<file path="src/rtl/ext_irq_pkg.sv">
package ext_irq_pkg;

  typedef enum logic {
    DET_LEVEL = 1'b0,
    DET_EDGE  = 1'b1
  } det_mode_e;

  // Map a raw pin value onto "asserted" given the polarity bit (1 = high).
  function automatic logic active_of(input logic raw, input logic pol);
    return pol ? raw : ~raw;
  endfunction

endpackage

</file>
<file path="src/rtl/ext_irq_sync.sv">
module ext_irq_sync #(
  parameter int PIN_W  = 8,
  parameter int STAGES = 2
) (
  input  logic             clk,
  input  logic             rst_n,
  input  logic [PIN_W-1:0] pins_async,
  output logic [PIN_W-1:0] pins_sync
);

  logic [PIN_W-1:0] stage_q [STAGES];

  generate
    for (genvar s = 0; s < STAGES; s++) begin : g_stage
      always_ff @(posedge clk or negedge rst_n) begin
        if (!rst_n) stage_q[s] <= '0;
        else if (s == 0) stage_q[s] <= pins_async;
        else stage_q[s] <= stage_q[(s == 0) ? 0 : s - 1];
      end
    end
  endgenerate

  assign pins_sync = stage_q[STAGES-1];

endmodule

</file>
<file path="src/rtl/ext_irq_regs.sv">
module ext_irq_regs #(
  parameter int NCH    = 2,
  parameter int SEL_W  = 3,
  parameter int DATA_W = 8,
  parameter int ADDR_W = 2
) (
  input  logic                  clk,
  input  logic                  rst_n,
  input  logic                  reg_we,
  input  logic [ADDR_W-1:0]     reg_addr,
  input  logic [DATA_W-1:0]     reg_wdata,
  output logic [DATA_W-1:0]     reg_rdata,
  output logic [NCH*SEL_W-1:0]  sel_o,
  output logic [NCH-1:0]        pol_o,
  output logic [NCH-1:0]        mode_o,
  output logic [NCH-1:0]        prio_o,
  output logic [NCH-1:0]        cfg_load_o,
  output logic [SEL_W-1:0]      nxt_sel_o,
  output logic                  nxt_pol_o
);

  localparam int POL_BIT = SEL_W + 1;
  localparam logic [ADDR_W-1:0] MODE_A = ADDR_W'(NCH);
  localparam logic [ADDR_W-1:0] PRIO_A = ADDR_W'(NCH + 1);

  assign nxt_sel_o = reg_wdata[SEL_W-1:0];
  assign nxt_pol_o = reg_wdata[POL_BIT];

  generate
    for (genvar c = 0; c < NCH; c++) begin : g_cfg
      assign cfg_load_o[c] = reg_we && (reg_addr == ADDR_W'(c));
      always_ff @(posedge clk or negedge rst_n) begin
        if (!rst_n) begin
          sel_o[c*SEL_W +: SEL_W] <= '0;
          pol_o[c]                <= 1'b0;
        end else if (cfg_load_o[c]) begin
          sel_o[c*SEL_W +: SEL_W] <= nxt_sel_o;
          pol_o[c]                <= nxt_pol_o;
        end
      end
    end
  endgenerate

  always_ff @(posedge clk or negedge rst_n) begin
    if (!rst_n) begin
      mode_o <= '0;
      prio_o <= '0;
    end else if (reg_we) begin
      if (reg_addr == MODE_A) mode_o <= reg_wdata[NCH-1:0];
      if (reg_addr == PRIO_A) prio_o <= reg_wdata[NCH-1:0];
    end
  end

  always_comb begin
    reg_rdata = '0;
    for (int c = 0; c < NCH; c++) begin
      if (reg_addr == ADDR_W'(c)) begin
        reg_rdata[SEL_W-1:0] = sel_o[c*SEL_W +: SEL_W];
        reg_rdata[POL_BIT]   = pol_o[c];
      end
    end
    if (reg_addr == MODE_A) reg_rdata[NCH-1:0] = mode_o;
    if (reg_addr == PRIO_A) reg_rdata[NCH-1:0] = prio_o;
  end

  // a priority write lands exactly the low channel bits
  p_prio_write_r9: assert property (@(posedge clk) disable iff (!rst_n)
    (reg_we && reg_addr == PRIO_A) |=> (prio_o == $past(reg_wdata[NCH-1:0])));

  // mode bits only move on a mode-register write
  p_mode_hold_r10: assert property (@(posedge clk) disable iff (!rst_n)
    !(reg_we && reg_addr == MODE_A) |=> $stable(mode_o));

endmodule

</file>
<file path="src/rtl/ext_irq_chan.sv">
module ext_irq_chan
  import ext_irq_pkg::*;
(
  input  logic clk,
  input  logic rst_n,
  input  logic pin_sync,
  input  logic pol,
  input  logic mode,
  input  logic reseed,
  input  logic reseed_val,
  input  logic ack,
  output logic req
);

  logic act;
  logic prev_act_q;
  logic pending_q;
  logic edge_hit;
  det_mode_e det;

  assign det      = det_mode_e'(mode);
  assign act      = active_of(pin_sync, pol);
  assign edge_hit = (det == DET_EDGE) && act && !prev_act_q;

  always_ff @(posedge clk or negedge rst_n) begin
    if (!rst_n) prev_act_q <= 1'b0;
    else if (reseed) prev_act_q <= reseed_val;
    else prev_act_q <= act;
  end

  always_ff @(posedge clk or negedge rst_n) begin
    if (!rst_n) pending_q <= 1'b0;
    else if (det == DET_LEVEL) pending_q <= 1'b0;
    else if (edge_hit) pending_q <= 1'b1;
    else if (ack) pending_q <= 1'b0;
  end

  assign req = (det == DET_EDGE) ? pending_q : act;

  // pending only rises after a detected edge
  p_set_needs_edge_r3: assert property (@(posedge clk) disable iff (!rst_n)
    $rose(pending_q) |-> $past(edge_hit));

  // acknowledge without a fresh edge clears the flag
  p_ack_clears_r5: assert property (@(posedge clk) disable iff (!rst_n)
    (ack && !edge_hit) |=> !pending_q);

  // a fresh edge wins over a same-cycle acknowledge
  p_edge_wins_r6: assert property (@(posedge clk) disable iff (!rst_n)
    edge_hit |=> pending_q);

  // level mode keeps no sticky state
  p_level_nosticky_r2: assert property (@(posedge clk) disable iff (!rst_n)
    (det == DET_LEVEL) |=> !pending_q);

  // history taken from the new source on a configuration write
  p_reseed_r8: assert property (@(posedge clk) disable iff (!rst_n)
    reseed |=> (prev_act_q == $past(reseed_val)));

endmodule

</file>
<file path="src/rtl/ext_irq_unit.sv">
module ext_irq_unit
  import ext_irq_pkg::*;
#(
  parameter int NCH    = 2,
  parameter int PIN_W  = 8,
  parameter int DATA_W = 8
) (
  input  logic                        clk,
  input  logic                        rst_n,
  input  logic                        reg_we,
  input  logic [$clog2(NCH+2)-1:0]    reg_addr,
  input  logic [DATA_W-1:0]           reg_wdata,
  output logic [DATA_W-1:0]           reg_rdata,
  input  logic [PIN_W-1:0]            port_pins,
  input  logic [NCH-1:0]              irq_ack,
  output logic [NCH-1:0]              irq_req,
  output logic [NCH-1:0]              irq_prio
);

  localparam int SEL_W  = $clog2(PIN_W);
  localparam int ADDR_W = $clog2(NCH + 2);

  logic [PIN_W-1:0]     pins_sync;
  logic [NCH*SEL_W-1:0] sel;
  logic [NCH-1:0]       pol;
  logic [NCH-1:0]       mode;
  logic [NCH-1:0]       cfg_load;
  logic [SEL_W-1:0]     nxt_sel;
  logic                 nxt_pol;

  ext_irq_sync #(.PIN_W(PIN_W), .STAGES(2)) u_sync (
    .clk        (clk),
    .rst_n      (rst_n),
    .pins_async (port_pins),
    .pins_sync  (pins_sync)
  );

  ext_irq_regs #(
    .NCH(NCH), .SEL_W(SEL_W), .DATA_W(DATA_W), .ADDR_W(ADDR_W)
  ) u_regs (
    .clk        (clk),
    .rst_n      (rst_n),
    .reg_we     (reg_we),
    .reg_addr   (reg_addr),
    .reg_wdata  (reg_wdata),
    .reg_rdata  (reg_rdata),
    .sel_o      (sel),
    .pol_o      (pol),
    .mode_o     (mode),
    .prio_o     (irq_prio),
    .cfg_load_o (cfg_load),
    .nxt_sel_o  (nxt_sel),
    .nxt_pol_o  (nxt_pol)
  );

  generate
    for (genvar c = 0; c < NCH; c++) begin : g_ch
      logic [SEL_W-1:0] cur_sel;
      logic             pin_cur;
      logic             seed_val;
      logic             reseed;

      assign cur_sel  = sel[c*SEL_W +: SEL_W];
      assign pin_cur  = pins_sync[cur_sel];
      assign seed_val = active_of(pins_sync[nxt_sel], nxt_pol);
      assign reseed   = cfg_load[c] && ({nxt_pol, nxt_sel} != {pol[c], cur_sel});

      ext_irq_chan u_chan (
        .clk        (clk),
        .rst_n      (rst_n),
        .pin_sync   (pin_cur),
        .pol        (pol[c]),
        .mode       (mode[c]),
        .reseed     (reseed),
        .reseed_val (seed_val),
        .ack        (irq_ack[c]),
        .req        (irq_req[c])
      );
    end
  endgenerate

endmodule

</file>
<file path="config.mk">
export PLATFORM = sky130hd
export DESIGN_NAME = ext_irq_unit
export DESIGN_NICKNAME = d
export VERILOG_FILES = /design/src/rtl/ext_irq_pkg.sv /design/src/rtl/ext_irq_sync.sv /design/src/rtl/ext_irq_regs.sv /design/src/rtl/ext_irq_chan.sv /design/src/rtl/ext_irq_unit.sv
export SDC_FILE = /design/constraint.sdc
export NUM_CORES = 1
export LEC_CHECK = 0
export ABC_AREA = 1
export BUFFER_PORTS_ARGS = -buffer_cell sky130_fd_sc_hd__buf_4
export CORE_MARGIN = 2
export CORE_UTILIZATION = 48
export CTS_BUF_LIST = sky130_fd_sc_hd__clkbuf_8 sky130_fd_sc_hd__clkbuf_16
export DETAILED_ROUTE_END_ITERATION = 7
export GPL_ROUTABILITY_DRIVEN = 0
export PLACE_DENSITY = 0.74
export SLEW_MARGIN = 20
export SYNTH_ARGS = -nofsm -noshare
export SYNTH_HDL_FRONTEND = slang
export SYNTH_SLANG_ARGS = --single-unit
</file>
<file path="constraint.sdc">
create_clock -name clk -period 1.4 [get_ports clk]
set_input_delay 0.28 -clock clk [delete_from_list [all_inputs] [get_ports clk]]
set_output_delay 0.28 -clock clk [all_outputs]
set_load 0.1 [all_outputs]
</file>
* Word level (Yosys, flattened, before mapping)
Cells that the tools add are included.
** Storage, ports and cells
- Logic and storage cells :: 63
- Flip-flop bits (word level) :: 32
- Bits of input ports :: 23
- Output and inout port bits :: 12
** Operators by class
- Reductions and logical operators :: 13
- Bitwise logic cells :: 3
- Equal/unequal tests :: 7
- Multiplexer cells :: 25
- $lt $le $gt $ge :: 3
** Operators with widths (count)
- 2-to-1 mux 1 bit :: 18
- < comparator 3 x 4 -> 1 bit (second input constant) :: 3
- binary-select mux 1 bit (select 3 bit) :: 3
- logical AND 1 bit :: 8
- != test 4 bit :: 2
- 2-to-1 mux 3 bit :: 2
- != test 3 x 2 -> 1 bit (second input constant) :: 2
- equality test 2 bit (second input constant) :: 2
- 2-to-1 mux 2 bit :: 2
- AND reduction 2 bit :: 2
- inverter 1 bit :: 3
- equality test 2 x 1 -> 1 bit (second input constant) :: 1
- logical NOT 1 bit :: 2
- logical NOT 2 bit :: 1

* Depth between registers and ports, before layout
- Depth in word-level cells :: 8
- Depth in mapped cells :: 10
- Depth with buffers taken out :: 8

* Cells and area by module
Synthesis repeated with hierarchy kept, for this count alone.
** Second synthesis, totals
- Cells, all modules :: 207
- Area, all modules :: 1756.7 µm²
** By module, submodules not included
- ext_irq_regs :: area an instance 673.1 µm², instances 1, cells each 76, sequential area each 300.3 µm²
- ext_irq_sync :: area an instance 460.4 µm², instances 1, cells each 24, sequential area each 400.4 µm²
- ext_irq_unit :: area an instance 390.4 µm², instances 1, cells each 71, sequential area each 0.0 µm²
- ext_irq_chan :: area an instance 116.4 µm², instances 2, cells each 18, sequential area each 50.0 µm²

* Least setup slack after synthesis
No wires, ideal clock.
- Path type :: input port to output port
- Start point :: input port reg_addr[0]
- End point :: output port reg_rdata[1]
- Arrival :: 2.018 ns
- Required time :: 1.120 ns
- Slack :: -0.898 ns
- Stages on the path :: 3
- Path buffers :: 0
- Cells stage by stage :: nor2_1 -> inv_2 -> o2111ai_1
** On the way
- Longest elaborated chain between the ends :: 5
- Elaborated cells between the ends (all ways) :: 8
- Those cells by class :: 3 x eq/ne; 4 x mux; 1 x reduce/logical
** Ends and longest elaborated chain
- from (decl) :: line ext_irq_unit.sv:11 : input logic [$clog2(NCH+2)-1:0] reg_addr,
- logical NOT 2 bit :: line ext_irq_regs.sv:57 : if (reg_addr == ADDR_W'(c)) begin
- 2-to-1 mux 3 bit (2 in a row) :: line ext_irq_regs.sv:57
- 2-to-1 mux 2 bit :: line ext_irq_regs.sv:62 : if (reg_addr == MODE_A) reg_rdata[NCH-1:0] = mode_o;
- 2-to-1 mux 2 bit (*) :: line ext_irq_regs.sv:63 : if (reg_addr == PRIO_A) reg_rdata[NCH-1:0] = prio_o;
- to (decl) :: line ext_irq_unit.sv:13 : output logic [DATA_W-1:0] reg_rdata,
Every way passes the cells marked *; elsewhere a longest branch is shown, timed or not.

* Worst setup path in the final report
- Start point :: register u_regs.sel_o[0]
- End point :: output port irq_req[0]
** On the way
- Longest elaborated chain between the ends :: 5
** Ends and longest elaborated chain
- from (decl) :: line ext_irq_regs.sv:13 : output logic [NCH*SEL_W-1:0] sel_o,
- from (signal, indexed assignment) :: line ext_irq_regs.sv:37 : sel_o[c*SEL_W +: SEL_W] <= nxt_sel_o;
- binary-select mux 1 bit (select 3 bit) (*) :: line ext_irq_unit.sv:64 : assign pin_cur = pins_sync[cur_sel];
- 2-to-1 mux 1 bit (not written as such) (*) :: line ext_irq_unit.sv:64
- inverter 1 bit :: line ext_irq_pkg.sv:10 : return pol ? raw : ~raw;
- 2-to-1 mux 1 bit (*) :: line ext_irq_pkg.sv:10
- 2-to-1 mux 1 bit (*) :: line ext_irq_chan.sv:38 : assign req = (det == DET_EDGE) ? pending_q : act;
- to (decl) :: line ext_irq_unit.sv:16 : output logic [NCH-1:0] irq_req,
Every way passes the cells marked *; elsewhere a longest branch is shown, timed or not. The select of a mux whose other input is x is not followed.

==> impl_metrics.json <==
{
  "drtIter0Drc": 86,
  "outcome": "complete, but fails checks",
  "peakVddDrop_uv": 846.2,
  "multi_input_area_um2": 844.6,
  "die-area_mm2": 0.003845,
  "fp.dieH_um": 62.01,
  "clk_pin_slew_ps": 70,
  "finalWirelength_um": 4422,
  "dp_hpwl_um": 2523,
  "dp_cells": 287,
  "fin_crit_sh": 1.317,
  "overflow": 0,
  "grt_pass1_wl_um": 5623,
  "final_cells": 303,
  "cp.buffers_inverters": 2,
  "io_buffers": 26,
  "die_x_um": 62.01,
  "worstPathArrival_ps": 1560,
  "ys_seq_area_frac": 0.4957,
  "finClkSkew_ps": 5.508,
  "layout_common_cells": "nand2_1, buf_4, dfrtp_1",
  "min_path_cells": 1,
  "nFillCells": 238,
  "worst-path-max-fanout": 6,
  "ys_ff_latch": 32,
  "via_per_inst": 5.234,
  "tritoncts": "built",
  "rsz0062_at_grt": "true",
  "crit_chain": "inv_4 > nand2_1 > nand3_2 > nand3_2 > nand2_2 > nand2_2 > nand3_2 > nand2_2 > buf_12",
  "crit_family": "simple AND/OR/NAND/NOR gates",
  "wire_per_inst_um": 14.59,
  "drt_first_pass_iters": 4,
  "yosys_most_used_dff": "dfrtp_1",
  "drive_above_1_share": 0.4319,
  "crit_required_ps": 1120,
  "finalNetCount": 279,
  "end_kind": "output pin",
  "crit_type": "reg -> out",
  "grt_max_degree": 33,
  "synthArstFlopShare": 1.000,
  "regArea_um2": 809.5,
  "cts.sinks": 32,
  "vias": 1586,
  "min_period_ps": 1843,
  "power.leakage_nw": 1.172,
  "crit_path_start_kind": "flip-flop",
  "cts-root-buf": "clkbuf_8",
  "drc": 0,
  "ys_warn_count": 0,
  "crit_path_top_delay_cell": "dfrtp_2",
  "area_growth_pct": 49.11,
  "core_mm2": 0.003284,
  "syn-mean-instance-area_um2": 7.918,
  "max-cap-violations": 0,
  "htreeDepth": 2,
  "hold_viol_final": 0,
  "initial_utilization": 0.4918,
  "ys_types": 21,
  "hold_class": "in -> reg",
  "finalMaxSlewViolations": 0,
  "insertedDiodeCount": 0,
  "r2r_cells": 9,
  "track_usage": 0.2068,
  "max_freq_ghz": 0.5425,
  "place_area_mm2": 0.002027,
  "synth_edf_count": 0,
  "setup_viol": 6,
  "cts_buffers": 5,
  "mappedNetlistArea_mm2": 0.001615,
  "rows": 21,
  "ant_nets": 0,
  "grt_pass1_vias": 1310,
  "setup_ws_ps": -443.3,
  "finish.instance_area_mm2": 0.002409,
  "violations": "setup timing",
  "mostFrequentLayoutCell": "nand2_1",
  "cpPeakStageDelay_ps": 460,
  "crit_cells": 9,
  "netlist_instances": 204,
  "power.density_mw_per_mm2": 1370,
  "clk_path_buf_depth": 2,
  "fin_tns_setup_ps": -1692,
  "clock_latency_ps": 280,
  "antenna_found_initial": 0,
  "ioPinCount": 35
}
[power breakdown]
part	switching, W	leakage, nW	internal, W	total (W)
registers	0.000109	0.377	0.00104	0.00115
clock network	0.000364	0.0404	0.000351	0.000715
logic	0.000883	0.755	0.000552	0.00143
[worst paths after layout]
check | from | to | slack [ps]
max | u_regs.sel_o[0] | irq_req[0] | -440
min | port_pins[3] | u_sync.stage_q[11] | 100
max reg2reg | u_regs.sel_o[0] | g_ch[0].u_chan.prev_act_q | 20
min reg2reg | u_sync.stage_q[8] | u_sync.pins_sync[0] | 340
max in group asynchronous | rst_n | u_regs.prio_o[1] | 620
min in group asynchronous | rst_n | u_regs.mode_o[0] | 460
[sequential cells by signal, indices dropped and copies added (netlist names)]
signal / flops
g_ch.u_chan.prev_act_q: 2
u_sync.stage_q: 8
u_regs.mode_o: 2
u_regs.prio_o: 2
u_sync.pins_sync: 8
u_regs.sel_o: 6
g_ch.u_chan.pending_q: 2
u_regs.pol_o: 2
[cell type report]
class                           instances  share of cell area
Sequential cell                        32              0.3361
Clock buffer                            5             0.02857
Inverter                               28             0.04675
Multi-Input combinational cell        138              0.3506
Tap cell                               46             0.02390
Timing Repair Buffer                   51              0.2042
Clock inverter                          3            0.009870
[cell usage after synthesis (2+ instances only)]
| cell | number | area, um2 |
|---|---|---|
| nand2_1 | 65 | 244.0 |
| dfrtp_1 | 32 | 800.8 |
| nand3_1 | 29 | 145.1 |
| inv_1 | 23 | 86.33 |
| o21ai_0 | 13 | 65.06 |
| buf_4 | 8 | 60.06 |
| nor2_1 | 7 | 26.28 |
| inv_2 | 5 | 18.77 |
| xnor2_1 | 4 | 35.03 |
| o22ai_1 | 3 | 18.77 |
| nand2_2 | 2 | 12.51 |
| nand3_2 | 2 | 20.02 |
| nand4_1 | 2 | 12.51 |
| or2_2 | 2 | 12.51 |
[per-layer routing]
layer  routed length [um]  track usage  part of all wire
met1                 1653       0.2527              0.37
met2                 2397       0.3467              0.54
met3                  242      0.06004             0.055
met4                  129      0.07599             0.029
met5                    0            0                 0
[through the flow]
stage	util	total power, W	hold WS (ps)	setup slack [ps]
4_1_cts	0.6891	0.003140	85.92	-421.2
3_5_place_dp	0.6171	0.002239	241.7	-243.5
2_1_floorplan	-	0.002033	-15.59	-229.9
6_report	0.7333	0.003300	95.68	-443.3
5_1_grt	0.7333	0.003457	79.65	-524.3
3_3_place_gp	0.6171	0.002221	236.8	-219.4
[what timing repair did]
action                     in CTS  in global routing
gates resized for setup        27                 32
hold endpoints to repair       32                  0
hold buffers                    1                  0
pin swaps                       4                 15
setup buffers                   4                  4
setup endpoints to repair       6                  8
[cell families (layout without fill, tap and decap cells)]
logic type,count (synthesis),in the layout,share of synthesized area
AOI/OAI and AO/OA,19,19,0.06585
xor gates and xnor gates,4,4,0.02169
buffers and inverters,37,87,0.1053
DFF,32,32,0.4957
other,1,4,0.002322
and+or+nand+nor,111,111,0.3091
(Power assumes the default switching activity.)
